### config.mk
export PLATFORM = sky130hd
export DESIGN_NAME = ext_bus_master
export DESIGN_NICKNAME = d
export VERILOG_FILES = /design/src/rtl/ebm_pkg.sv /design/src/rtl/ebm_cfg_regs.sv /design/src/rtl/ebm_seq.sv /design/src/rtl/ebm_pads.sv /design/src/rtl/ext_bus_master.sv
export SDC_FILE = /design/constraint.sdc
export NUM_CORES = 1
export LEC_CHECK = 0
export BUFFER_PORTS_ARGS = -buffer_cell sky130_fd_sc_hd__buf_2
export CAP_MARGIN = 10
export CORE_ASPECT_RATIO = 1.1
export CORE_MARGIN = 2
export CORE_UTILIZATION = 55
export CTS_CLUSTER_SIZE = 24
export DETAILED_ROUTE_END_ITERATION = 12
export PLACE_DENSITY = 0.84
export SLEW_MARGIN = 20
export SYNTH_ARGS = -nofsm -noshare
export SYNTH_HDL_FRONTEND = slang
export SYNTH_SLANG_ARGS = --single-unit
### constraint.sdc
create_clock -name clk -period 6.02 [get_ports clk]
set_clock_uncertainty 0.1 [all_clocks]
set_input_delay 0.602 -clock clk [delete_from_list [all_inputs] [get_ports clk]]
set_output_delay 0.602 -clock clk [all_outputs]
set_load 0.01 [all_outputs]
### src/rtl/ebm_pkg.sv
package ebm_pkg;
  localparam int SHORT_W = 4;
  localparam int LONG_W  = 8;
  localparam int CFG_W   = 5 * SHORT_W;

  typedef enum logic [2:0] {
    ST_IDLE, ST_SETUP, ST_ADDR, ST_STROBE, ST_WAIT, ST_CAPT, ST_HOLD
  } phase_e;

  // bit 0 is wide, bit 6 is cs_hi
  typedef struct packed {
    logic cs_hi;
    logic strobe_hi;
    logic adv_hi;
    logic rdy_hi;
    logic rdy_early;
    logic muxed;
    logic wide;
  } mode_t;

  typedef struct packed {
    logic [LONG_W-1:0]  wait_w;
    logic [LONG_W-1:0]  oe_w;
    logic [SHORT_W-1:0] hold_w;
    logic [SHORT_W-1:0] we_w;
    logic [SHORT_W-1:0] mux_w;
    logic [SHORT_W-1:0] adv_w;
    logic [SHORT_W-1:0] ce_w;
  } timing_t;
endpackage

### src/rtl/ebm_cfg_regs.sv
module ebm_cfg_regs
  import ebm_pkg::*;
(
  input  logic             clk,
  input  logic             rst,
  input  logic             cfg_we,
  input  logic [1:0]       cfg_sel,
  input  logic [CFG_W-1:0] cfg_wdata,
  output mode_t            mode,
  output timing_t          tim
);
  localparam int MODE_BITS = $bits(mode_t);

  always_ff @(posedge clk) begin
    if (rst) begin
      mode       <= '0;
      tim.ce_w   <= SHORT_W'(4);
      tim.adv_w  <= SHORT_W'(1);
      tim.mux_w  <= SHORT_W'(1);
      tim.we_w   <= SHORT_W'(1);
      tim.hold_w <= SHORT_W'(1);
      tim.oe_w   <= LONG_W'(1);
      tim.wait_w <= LONG_W'(3);
    end else if (cfg_we) begin
      case (cfg_sel)
        2'd0: mode <= mode_t'(cfg_wdata[MODE_BITS-1:0]);
        2'd1: begin
          tim.ce_w   <= cfg_wdata[0*SHORT_W +: SHORT_W];
          tim.adv_w  <= cfg_wdata[1*SHORT_W +: SHORT_W];
          tim.mux_w  <= cfg_wdata[2*SHORT_W +: SHORT_W];
          tim.we_w   <= cfg_wdata[3*SHORT_W +: SHORT_W];
          tim.hold_w <= cfg_wdata[4*SHORT_W +: SHORT_W];
        end
        2'd2: begin
          tim.oe_w   <= cfg_wdata[0 +: LONG_W];
          tim.wait_w <= cfg_wdata[LONG_W +: LONG_W];
        end
        default: ;
      endcase
    end
  end
endmodule

### src/rtl/ebm_seq.sv
module ebm_seq
  import ebm_pkg::*;
#(
  parameter int ADDR_W   = 28,
  parameter int DATA_W   = 32,
  parameter int NARROW_W = 16
) (
  input  logic              clk,
  input  logic              rst,
  input  logic              wide,
  input  logic              muxed,
  input  logic              rdy_early,
  input  timing_t           tim,
  input  logic              req_valid,
  input  logic              req_write,
  input  logic [ADDR_W-1:0] req_addr,
  input  logic [DATA_W-1:0] req_wdata,
  output logic              req_ready,
  input  logic              rdy_act,
  input  logic [DATA_W-1:0] dq_in,
  output phase_e            ph_d,
  output logic [LONG_W-1:0] cnt_d,
  output logic              wr_d,
  output logic [ADDR_W-1:0] addr_d,
  output logic [DATA_W-1:0] wdat_d,
  output logic              rsp_valid,
  output logic [DATA_W-1:0] rsp_rdata
);
  phase_e            ph_q;
  logic [LONG_W-1:0] cnt_q;
  logic              wr_q;
  logic [ADDR_W-1:0] addr_q;
  logic [DATA_W-1:0] wdat_q;
  logic              capture;
  logic [LONG_W-1:0] addr_end;
  logic [LONG_W-1:0] strobe_end;

  assign addr_end   = muxed ? LONG_W'(tim.mux_w) : LONG_W'(tim.adv_w);
  assign strobe_end = wr_q ? LONG_W'(tim.we_w) : tim.oe_w;
  assign req_ready  = (ph_q == ST_IDLE);

  always_comb begin
    ph_d    = ph_q;
    wr_d    = wr_q;
    addr_d  = addr_q;
    wdat_d  = wdat_q;
    capture = 1'b0;
    case (ph_q)
      ST_IDLE: if (req_valid) begin
        ph_d   = ST_SETUP;
        wr_d   = req_write;
        addr_d = req_addr;
        wdat_d = req_wdata;
      end
      ST_SETUP:  if (cnt_q == LONG_W'(tim.ce_w)) ph_d = ST_ADDR;
      ST_ADDR:   if (cnt_q == addr_end) ph_d = ST_STROBE;
      ST_STROBE: if (cnt_q == strobe_end) ph_d = ST_WAIT;
      ST_WAIT: if (cnt_q >= tim.wait_w) begin
        if (wr_q) begin
          ph_d = ST_HOLD;
        end else if (rdy_act) begin
          if (rdy_early) begin
            ph_d = ST_CAPT;
          end else begin
            ph_d    = ST_HOLD;
            capture = 1'b1;
          end
        end
      end
      ST_CAPT: begin
        ph_d    = ST_HOLD;
        capture = 1'b1;
      end
      ST_HOLD: if (cnt_q == LONG_W'(tim.hold_w)) ph_d = ST_IDLE;
      default: ph_d = ST_IDLE;
    endcase
    if (ph_d != ph_q)     cnt_d = '0;
    else if (cnt_q == '1) cnt_d = cnt_q;
    else                  cnt_d = cnt_q + 1'b1;
  end

  always_ff @(posedge clk) begin
    if (rst) begin
      ph_q      <= ST_IDLE;
      cnt_q     <= '0;
      wr_q      <= 1'b0;
      addr_q    <= '0;
      wdat_q    <= '0;
      rsp_valid <= 1'b0;
      rsp_rdata <= '0;
    end else begin
      ph_q      <= ph_d;
      cnt_q     <= cnt_d;
      wr_q      <= wr_d;
      addr_q    <= addr_d;
      wdat_q    <= wdat_d;
      rsp_valid <= capture;
      if (capture)
        rsp_rdata <= wide ? dq_in : DATA_W'(dq_in[NARROW_W-1:0]);
    end
  end
endmodule

### src/rtl/ebm_pads.sv
module ebm_pads
  import ebm_pkg::*;
#(
  parameter int ADDR_W   = 28,
  parameter int DATA_W   = 32,
  parameter int NARROW_W = 16
) (
  input  logic               clk,
  input  logic               rst,
  input  logic               wide,
  input  logic               muxed,
  input  logic               cs_hi,
  input  logic               adv_hi,
  input  logic               strobe_hi,
  input  logic [SHORT_W-1:0] adv_w,
  input  phase_e             ph_d,
  input  logic [LONG_W-1:0]  cnt_d,
  input  logic               wr_d,
  input  logic [ADDR_W-1:0]  addr_d,
  input  logic [DATA_W-1:0]  wdat_d,
  output logic               bus_ce,
  output logic               bus_adv,
  output logic               bus_oe,
  output logic               bus_we,
  output logic [ADDR_W-1:0]  bus_addr,
  output logic [DATA_W-1:0]  bus_dq_out,
  output logic               bus_dq_oe
);
  logic ce_a, adv_a, oe_a, we_a, lane_a, dqoe_a;
  logic [DATA_W-1:0] dq_a;
  logic ce_q, adv_q, oe_q, we_q;

  always_comb begin
    ce_a   = (ph_d != ST_IDLE) && (ph_d != ST_SETUP);
    adv_a  = (ph_d == ST_ADDR) && (cnt_d <= LONG_W'(adv_w));
    oe_a   = !wr_d && ((ph_d == ST_STROBE) || (ph_d == ST_WAIT) || (ph_d == ST_CAPT));
    we_a   = wr_d && (ph_d == ST_STROBE);
    lane_a = (ph_d == ST_ADDR) && muxed;
    dqoe_a = lane_a || (wr_d && ((ph_d == ST_STROBE) || (ph_d == ST_WAIT)));
    dq_a   = lane_a ? DATA_W'(addr_d) : wdat_d;
    if (!wide) dq_a[DATA_W-1:NARROW_W] = '0;
  end

  always_ff @(posedge clk) begin
    if (rst) begin
      ce_q       <= 1'b0;
      adv_q      <= 1'b0;
      oe_q       <= 1'b0;
      we_q       <= 1'b0;
      bus_addr   <= '0;
      bus_dq_out <= '0;
      bus_dq_oe  <= 1'b0;
    end else begin
      ce_q       <= ce_a;
      adv_q      <= adv_a;
      oe_q       <= oe_a;
      we_q       <= we_a;
      bus_addr   <= addr_d;
      bus_dq_out <= dq_a;
      bus_dq_oe  <= dqoe_a;
    end
  end

  // polarity applied after the flop so a config change takes effect at once
  assign bus_ce  = ce_q  ^ ~cs_hi;
  assign bus_adv = adv_q ^ ~adv_hi;
  assign bus_oe  = oe_q  ^ ~strobe_hi;
  assign bus_we  = we_q  ^ ~strobe_hi;
endmodule

### src/rtl/ext_bus_master.sv
module ext_bus_master
  import ebm_pkg::*;
#(
  parameter int ADDR_W   = 28,
  parameter int DATA_W   = 32,
  parameter int NARROW_W = 16
) (
  input  logic              clk,
  input  logic              rst,
  input  logic              cfg_we,
  input  logic [1:0]        cfg_sel,
  input  logic [CFG_W-1:0]  cfg_wdata,
  input  logic              req_valid,
  output logic              req_ready,
  input  logic              req_write,
  input  logic [ADDR_W-1:0] req_addr,
  input  logic [DATA_W-1:0] req_wdata,
  output logic              rsp_valid,
  output logic [DATA_W-1:0] rsp_rdata,
  output logic              bus_ce,
  output logic              bus_adv,
  output logic              bus_oe,
  output logic              bus_we,
  output logic [ADDR_W-1:0] bus_addr,
  output logic [DATA_W-1:0] bus_dq_out,
  output logic              bus_dq_oe,
  input  logic [DATA_W-1:0] bus_dq_in,
  input  logic              bus_rdy
);
  mode_t             mode_q;
  timing_t           tim_q;
  logic              rdy_act;
  phase_e            ph_d;
  logic [LONG_W-1:0] cnt_d;
  logic              wr_d;
  logic [ADDR_W-1:0] addr_d;
  logic [DATA_W-1:0] wdat_d;

  assign rdy_act = bus_rdy ~^ mode_q.rdy_hi;

  ebm_cfg_regs u_cfg (
    .clk(clk), .rst(rst), .cfg_we(cfg_we), .cfg_sel(cfg_sel),
    .cfg_wdata(cfg_wdata), .mode(mode_q), .tim(tim_q)
  );

  ebm_seq #(.ADDR_W(ADDR_W), .DATA_W(DATA_W), .NARROW_W(NARROW_W)) u_seq (
    .clk(clk), .rst(rst), .wide(mode_q.wide), .muxed(mode_q.muxed),
    .rdy_early(mode_q.rdy_early), .tim(tim_q),
    .req_valid(req_valid), .req_write(req_write), .req_addr(req_addr),
    .req_wdata(req_wdata), .req_ready(req_ready),
    .rdy_act(rdy_act), .dq_in(bus_dq_in),
    .ph_d(ph_d), .cnt_d(cnt_d), .wr_d(wr_d), .addr_d(addr_d), .wdat_d(wdat_d),
    .rsp_valid(rsp_valid), .rsp_rdata(rsp_rdata)
  );

  ebm_pads #(.ADDR_W(ADDR_W), .DATA_W(DATA_W), .NARROW_W(NARROW_W)) u_pads (
    .clk(clk), .rst(rst), .wide(mode_q.wide), .muxed(mode_q.muxed),
    .cs_hi(mode_q.cs_hi), .adv_hi(mode_q.adv_hi), .strobe_hi(mode_q.strobe_hi),
    .adv_w(tim_q.adv_w), .ph_d(ph_d), .cnt_d(cnt_d), .wr_d(wr_d),
    .addr_d(addr_d), .wdat_d(wdat_d),
    .bus_ce(bus_ce), .bus_adv(bus_adv), .bus_oe(bus_oe), .bus_we(bus_we),
    .bus_addr(bus_addr), .bus_dq_out(bus_dq_out), .bus_dq_oe(bus_dq_oe)
  );
endmodule

==> flow_summary.yaml, run 1 <==
synth:
  synth_area_leader_cell: "dfxtp_1"
  synth_edf_count: 0
  avgSynthCellArea_sq_um: 8.99
  synth_seq_cells: 185
  syn_nets: 966
  yosysSeqAreaShare: 0.494
  yosys.area_share.simple: 0.197
  synth_compound_area_frac: 0.127
  async_flop_share: 0
  syn_area_sq_um: 7490
  yosys_warnings: 0
  synth_top_family_by_area: "simple AND/OR/NAND/NOR gates"
  muxShareOfSynthArea: 0.0832
  ys_types: 51
  synthTopCellsByArea: "dfxtp_1 (49%), mux2i_1 (8.0%), nand2_1 (7.9%), a21oi_1 (5.5%), nor2_1 (3.5%)"
  ys.flop_type: "dfxtp_1"
  postSynthCellCount: 833
  synth-xor-area-share: 0.0327
  synthAdderAreaFrac: 0.0217
  netlist.area_leader.share: 0.494
cts:
  htree_levels: 4
  cts_tree: "built"
  clk_pin_slew_ns: 0.07
  postCtsSetupBuffers: 0
  cts_made_buffers: 17
  cts_hold_buffers: 0
  cts.sinks: 185
  clk_latency_ns: 0.43
  cts_buffer_depth: 2
  clock-root-buffer: "clkbuf_16"
  postCtsResizedCells: 0
worst_setup_path:
  critPathMaxFanout: 12
  worst-path-stages: 17
  critical_path_required_ns: 6.29
  crit_path_top_delay_cell: "xnor2_2"
  worst_path_dominant_cell_family: "compound AO/OA/AOI/OAI gates"
  path_class: "flop to flop"
  cp-end-kind: "flop"
  rr_worst_depth: 17
  arrival_ns: 4.17
  cp_cell_sequence: "inv_1, ha_1, and3_1, o21ai_1, a31oi_1, o2111ai_1, and3_1, xnor2_2, nor3_1, ha_1, nor2b_1, o21ai_0, nand2b_1, a21oi_1, a41oi_1, nor2_1, o311a_1"
  cpPeakStageDelay_ns: 0.58
  worstSetupStartpointType: "flop"
  critPathBufInv: 1
  r2r_slack_ns: 2.11
power:
  p_sw_mw: 0.705
  combPwrFrac: 0.120
  power.leakage_nw: 4.02
  clkPwrFrac: 0.418
  power_density_nw_per_um2: 308
  power_frac_seq: 0.462
  finalPower_mw: 2.85
  ir_worst_vdd_v: 0.000201
  internal_power_mw: 2.15
  p_sw_frac: 0.247
detailed_routing:
  viasPerCell: 5.36
  drtPass1Iterations: 5
  drtIter0Drc: 472
  wl_met2_mm: 8.97
  ant_nets: 0
  post-route-drc-count: 0
  wl_per_cell_um: 15.4
  vias: 6491
  routed_wl_mm: 18.7
  top_layer_used: "met4"
  dr_wl_met3_um: 974
  wl_met1_mm: 8.12
cells_and_area:
  fillers: 1066
  syn2layout_area_growth_pct: 23.5
  layout-drive-gt1-share: 0.270
  n_antenna_cell: 0
  final_cell_mix: "buf_2 (217), dfxtp_1 (185), nand2_1 (158), a21oi_1 (82), nor2_1 (68)"
  final_common_cell: "buf_2"
  nets: 1147
grt:
  antenna_found_initial: 0
  grt_pass1_vias: 6179
  grt_max_degree: 93
  grt_first_pass_wirelength_mm: 30.1
  grt_overflow: 0
  track_usage: 0.260
run_status:
  status: "finished clean"
floorplan:
  core_sq_um: 13300
  dieHeight_um: 126
  ios: 219
  die_x_um: 115
  die-area_sq_um: 14600
  initial_core_util: 0.565
  rows: 44
placement:
  routabilityCongestion: 0.867
  place_hpwl_mm: 13.4
  port_buffers: 218
sta:
  finalMaxSlewViolations: 0
  max-slew-margin-rel: 0.343
  tns_ns: 0
  worstMarginPinSlew_ns: 0.982
  hold_violations: 0
  layout_min_cycle_time_ns: 3.91
  timing.fmax_ghz: 0.256
  setup_viol: 0
  rsz0062_at_grt: "false"
  fin_crit_sh: 0.649
job:
  cap_violations: 0
hold_path:
  min_path_cells: 3
  min_path_type: "input pin to flop"
## Yosys cell counts, types with 2 or more instances
cell type / instances
a31oi_1: 3
clkbuf_1: 35
nor3_1: 11
mux2i_1: 60
nor2_1: 69
a21oi_1: 82
buf_1: 6
o21a_1: 14
a211o_1: 2
nand4_1: 3
o21ai_1: 3
dfxtp_1: 185
buf_2: 18
inv_1: 15
nor4_1: 3
buf_6: 2
nor4_2: 10
nor4bb_1: 3
nand2b_1: 5
xor2_1: 10
nor2b_1: 2
nand3_1: 27
xnor2_1: 18
nor3b_1: 2
and2_1: 2
nand2_1: 158
nand3b_1: 8
and3_1: 7
a211oi_1: 13
ha_1: 13
o21ai_0: 9
a2bb2oi_1: 16
## tightest hold or removal path, stage by stage
cell	delay, ns
buf_2	0.08
nand2_1	0.04
nand3b_1	0.07
## registers in the layout (all words and copies together) (netlist names), 3 cells and up
register           flops
u_seq.ph_q             3
u_cfg.mode             7
u_seq.cnt_q            8
u_seq.wdat_q          32
u_cfg.tim             36
u_seq.rsp_rdata       32
u_pads.bus_addr       28
u_pads.bus_dq_out     32
## path summary, 6_finish.rpt
| path | start | end |
|---|---|---|
| worst max-delay path | u_seq.cnt_q[0]$_SDFF_PP0_ | u_pads.adv_q$_SDFF_PP0_ |
| worst min-delay path | cfg_wdata[16] | u_cfg.tim[16]$_SDFFE_PP1P_ |
| worst max register to register | u_seq.cnt_q[0]$_SDFF_PP0_ | u_pads.adv_q$_SDFF_PP0_ |
| worst min register to register | u_seq.rsp_rdata[25]$_SDFFE_PP0P_ | u_seq.rsp_rdata[25]$_SDFFE_PP0P_ |
## cells by family (layout without fill, tap and decap cells)
group | after synthesis | after routing
AND/OR/NAND/NOR | 316 | 316
flip-flops | 185 | 185
AO/OA/AOI/OAI | 153 | 153
buffers and inverters | 77 | 271
multiplexers | 61 | 61
XOR/XNOR | 28 | 28
adder cells (fa/ha/maj) | 13 | 13
## metal layers
| layer | GRT usage | up-vias |
|---|---|---|
| met5 | 0 | - |
| met4 | 0.123 | 0 |
| met3 | 0.0459 | 41 |
| met2 | 0.422 | 229 |
| met1 | 0.334 | 3020 |
| li1 | - | 3201 |
## power by group through the flow
stage	combinational [mW]	sequential [mW]	clock, mW
final	0.342	1.32	1.19
after CTS	0.340	1.32	1.21
after detailed placement	0.337	1.34	0
after floorplan	0.226	1.34	0
after global placement	0.330	1.34	0
after global routing	0.378	1.32	1.26
## area by class of cell
class	instances	area, sq um	share of cell area
Multi-Input combinational cell	571	3470	0.376
Clock buffer	22	494	0.0534
Clock inverter	10	153	0.0165
Timing Repair Buffer	224	1140	0.123
Inverter	15	56.3	0.00609
Sequential cell	185	3700	0.400
Tap cell	184	230	0.0249
## metrics by stage
step | util | hold slack (ns) | worst slack (ns) | area, sq um | std cells
after CTS | 0.696 | 0.268 | 1.80 | 9240 | 1211
after floorplan | - | 0.336 | 2.57 | 7490 | 833
after global routing | 0.697 | 0.301 | 1.69 | 9250 | 1211
final | 0.697 | 0.284 | 2.11 | 9250 | 1211
after global placement | 0.648 | 0.335 | 1.99 | 8590 | 1179
after detailed placement | 0.648 | 0.340 | 1.82 | 8590 | 1179
(Power assumes the default switching activity.)
==> inputs of run 2 (changes only) <==
Settings changed: ABC_AREA set to 1, CORE_UTILIZATION 55 to 47, PLACE_DENSITY 0.84 to 0.76.
Clock period 6.02 ns to 3.37 ns, I/O delays scaled along.
==> run 2 against run 1 <==
  * Die area is 22% higher
  * Design area up 4.5%
  * Sequential power increased by 79%
  * Combinational power increased by 97%
  * Clock power is 64% higher
  * Maximum frequency up 28%
  * Global-route usage is 2.5 points lower
  * Critical path type unchanged
  * Largest cell class unchanged
==> flow_summary.yaml, run 2 <==
hold_path:
  min_to: "u_cfg.tim[16]$_SDFFE_PP1P_"
  min_path_type: "input pin to flop"
  min_path_cells: 3
  min_from: "cfg_wdata[16]"
synth:
  postSynthCellCount: 1065
  yosys_warnings: 0
  syn_area_sq_um: 7860
  ys.flop_type: "dfxtp_1"
  yosysSeqAreaShare: 0.471
  yosys-top-cells-count: "nand2_1 (231), nor2_1 (187), dfxtp_1 (185), inv_1 (104), o21ai_0 (99)"
  synth_area_leader_cell: "dfxtp_1"
  synthTopCellsByArea: "dfxtp_1 (47%), nand2_1 (11%), nor2_1 (8.9%), o21ai_0 (6.3%), inv_1 (5.0%)"
  synth_edf_count: 0
  synth_seq_cells: 185
  async_flop_share: 0
  ys_types: 37
  yosysMostFrequentCell: "nand2_1"
  netlist.area_leader.share: 0.471
  avgSynthCellArea_sq_um: 7.38
  syn_nets: 1198
sta:
  setup_viol: 0
  max-slew-margin-rel: 0.404
  finalMaxSlewViolations: 0
  hold_violations: 0
  tns_ns: 0
  rsz0062_at_grt: "false"
  fin_crit_sh: 0.904
  timing.fmax_ghz: 0.328
  layout_min_cycle_time_ns: 3.05
  worstMarginPinSlew_ns: 0.894
detailed_routing:
  vias: 7205
  routed_wl_mm: 20.7
  drtIter0Drc: 461
  wl_per_cell_um: 13.9
  drtPass1Iterations: 6
  ant_nets: 0
  viasPerCell: 4.86
  post-route-drc-count: 0
worst_setup_path:
  rr_worst_depth: 22
  critPathMaxFanout: 8
  r2r_start: "u_seq.cnt_q[0]$_SDFF_PP0_"
  r2r_slack_ns: 0.32
  arrival_ns: 3.31
  critical_path_required_ns: 3.63
  rr_endpoint: "u_pads.adv_q$_SDFF_PP0_"
  cp_cell_sequence: "inv_2, ha_1, nand2_1, nor2_1, nor2_1, nand2_1, nand2_1, a21oi_1, nor2_1, nand3_4, nand2_1, nand2_1, nand2_1, nor2_1, ha_1, a21oi_1, o21ai_0, o21ai_0, nand2_1, nor2_1, nand2_1, nor2_1"
  cpPeakStageDelay_ns: 0.42
  worstSetupStartpointType: "flop"
  crit_path_top_delay_cell: "dfxtp_2"
  path_class: "flop to flop"
  cp-end-kind: "flop"
  cpMostUsedCell: "nand2_1"
placement:
  placed_cells: 1450
  port_buffers: 218
  routabilityCongestion: 0.880
  place_hpwl_mm: 14.9
floorplan:
  initial_core_util: 0.480
  core_sq_um: 16400
  rows: 49
  die_x_um: 127
  ios: 219
  die-area_sq_um: 17800
  dieHeight_um: 140
grt:
  track_usage: 0.235
  grt_max_degree: 80
  antenna_found_initial: 1
  grt_first_pass_wirelength_mm: 33.5
  grt_pass1_vias: 6956
  grt_overflow: 0
cts:
  cts_tree: "built"
  cts_hold_buffers: 0
  clock-root-buffer: "clkbuf_16"
  postCtsSetupBuffers: 0
  clk_latency_ns: 0.43
  clk_pin_slew_ns: 0.07
  htree_levels: 4
  postCtsResizedCells: 0
  cts_buffer_depth: 2
  cts.sinks: 185
  cts_made_buffers: 17
power:
  power_density_nw_per_um2: 515
  ir_worst_vdd_v: 0.000328
  power.leakage_nw: 5.06
cells_and_area:
  largest_reg_flops: 36
  final_common_cell: "nand2_1"
  stdcell_count: 1483
  final_cell_mix: "nand2_1 (230), buf_2 (218), nor2_1 (186), dfxtp_1 (183), inv_1 (104)"
  syn2layout_area_growth_pct: 22.9
  layout-drive-gt1-share: 0.239
  top_register: "u_cfg.tim"
  nets: 1398
job:
  cap_violations: 0
run_status:
  status: "finished clean"
==> run 2: worst max path at each step <==
stage | startpoint | endpoint | slack (ns) | cells past startpoint
6_report | u_seq.cnt_q[0]$_SDFF_PP0_ | u_pads.adv_q$_SDFF_PP0_ | 0.32 | 22
5_1_grt | u_seq.cnt_q[0]$_SDFF_PP0_ | u_pads.adv_q$_SDFF_PP0_ | 0.03 | 22
4_1_cts | u_seq.cnt_q[0]$_SDFF_PP0_ | u_pads.adv_q$_SDFF_PP0_ | 0.23 | 22
3_5_place_dp | u_seq.cnt_q[0]$_SDFF_PP0_ | u_pads.adv_q$_SDFF_PP0_ | 0.24 | 22
3_3_place_gp | u_seq.cnt_q[0]$_SDFF_PP0_ | u_pads.adv_q$_SDFF_PP0_ | 0.34 | 22
2_1_floorplan | u_seq.cnt_q[0]$_SDFF_PP0_ | u_pads.adv_q$_SDFF_PP0_ | 0.54 | 23
==> run 2: cell families (layout without fill, tap and decap cells) <==
| family | count (synthesis) | in the layout | synth area share |
|---|---|---|---|
| flip-flops | 185 | 185 | 0.471 |
| buffers and inverters | 167 | 380 | 0.0877 |
| AND/OR/NAND/NOR | 510 | 510 | 0.271 |
| XOR/XNOR | 9 | 9 | 0.0100 |
| other | 0 | 1 | 0 |
| AO/OA/AOI/OAI | 149 | 149 | 0.0992 |
| adder cells (fa/ha/maj) | 13 | 13 | 0.0207 |
| multiplexers | 32 | 32 | 0.0407 |
==> run 2: layout make-up <==
type | count | area (sq um)
Antenna cell | 1 | 2.50
Timing Repair Buffer | 233 | 1200
Inverter | 115 | 435
Fill cell | 1537 | 6710
Clock inverter | 13 | 129
Tap cell | 204 | 255
Sequential cell | 185 | 3710
Multi-Input combinational cell | 713 | 3480
Clock buffer | 19 | 453
==> run 2: where the power goes <==
| part | switching [mW] | internal [mW] | total (mW) |
|---|---|---|---|
| registers | 0.0576 | 2.30 | 2.36 |
| logic | 0.415 | 0.260 | 0.675 |
| clock network | 0.925 | 1.02 | 1.95 |
| total | 1.40 | 3.58 | 4.98 |
==> run 2: layer usage <==
layer,global-route usage,vias up,wire length [um]
met1,0.284,3212,9000
li1,-,3737,-
met5,0,-,0
met4,0.0954,0,536
met2,0.395,220,9950
met3,0.0619,36,1190
==> run 2: critical path: cells and delay by family (launching register included) <==
| kind | cells | cell delay [ns] |
|---|---|---|
| and+or+nand+nor | 15 | 1.48 |
| DFF | 1 | 0.42 |
| AOI/OAI and AO/OA | 4 | 0.34 |
| buffers and inverters | 1 | 0.08 |
| adders and majority gates | 2 | 0.57 |
==> run 2: metrics by stage <==
stage	power [mW]	cell area, sq um	worst slack, ns	hold slack [ns]	util
after global routing	5.21	9660	0.0324	0.0136	0.590
after floorplan	2.84	7860	0.544	0.329	-
final	4.98	9660	0.323	0.0201	0.590
after detailed placement	3.08	9080	0.240	0.359	0.554
after global placement	3.07	9080	0.341	0.351	0.554
after CTS	5.02	9660	0.228	0.00862	0.590
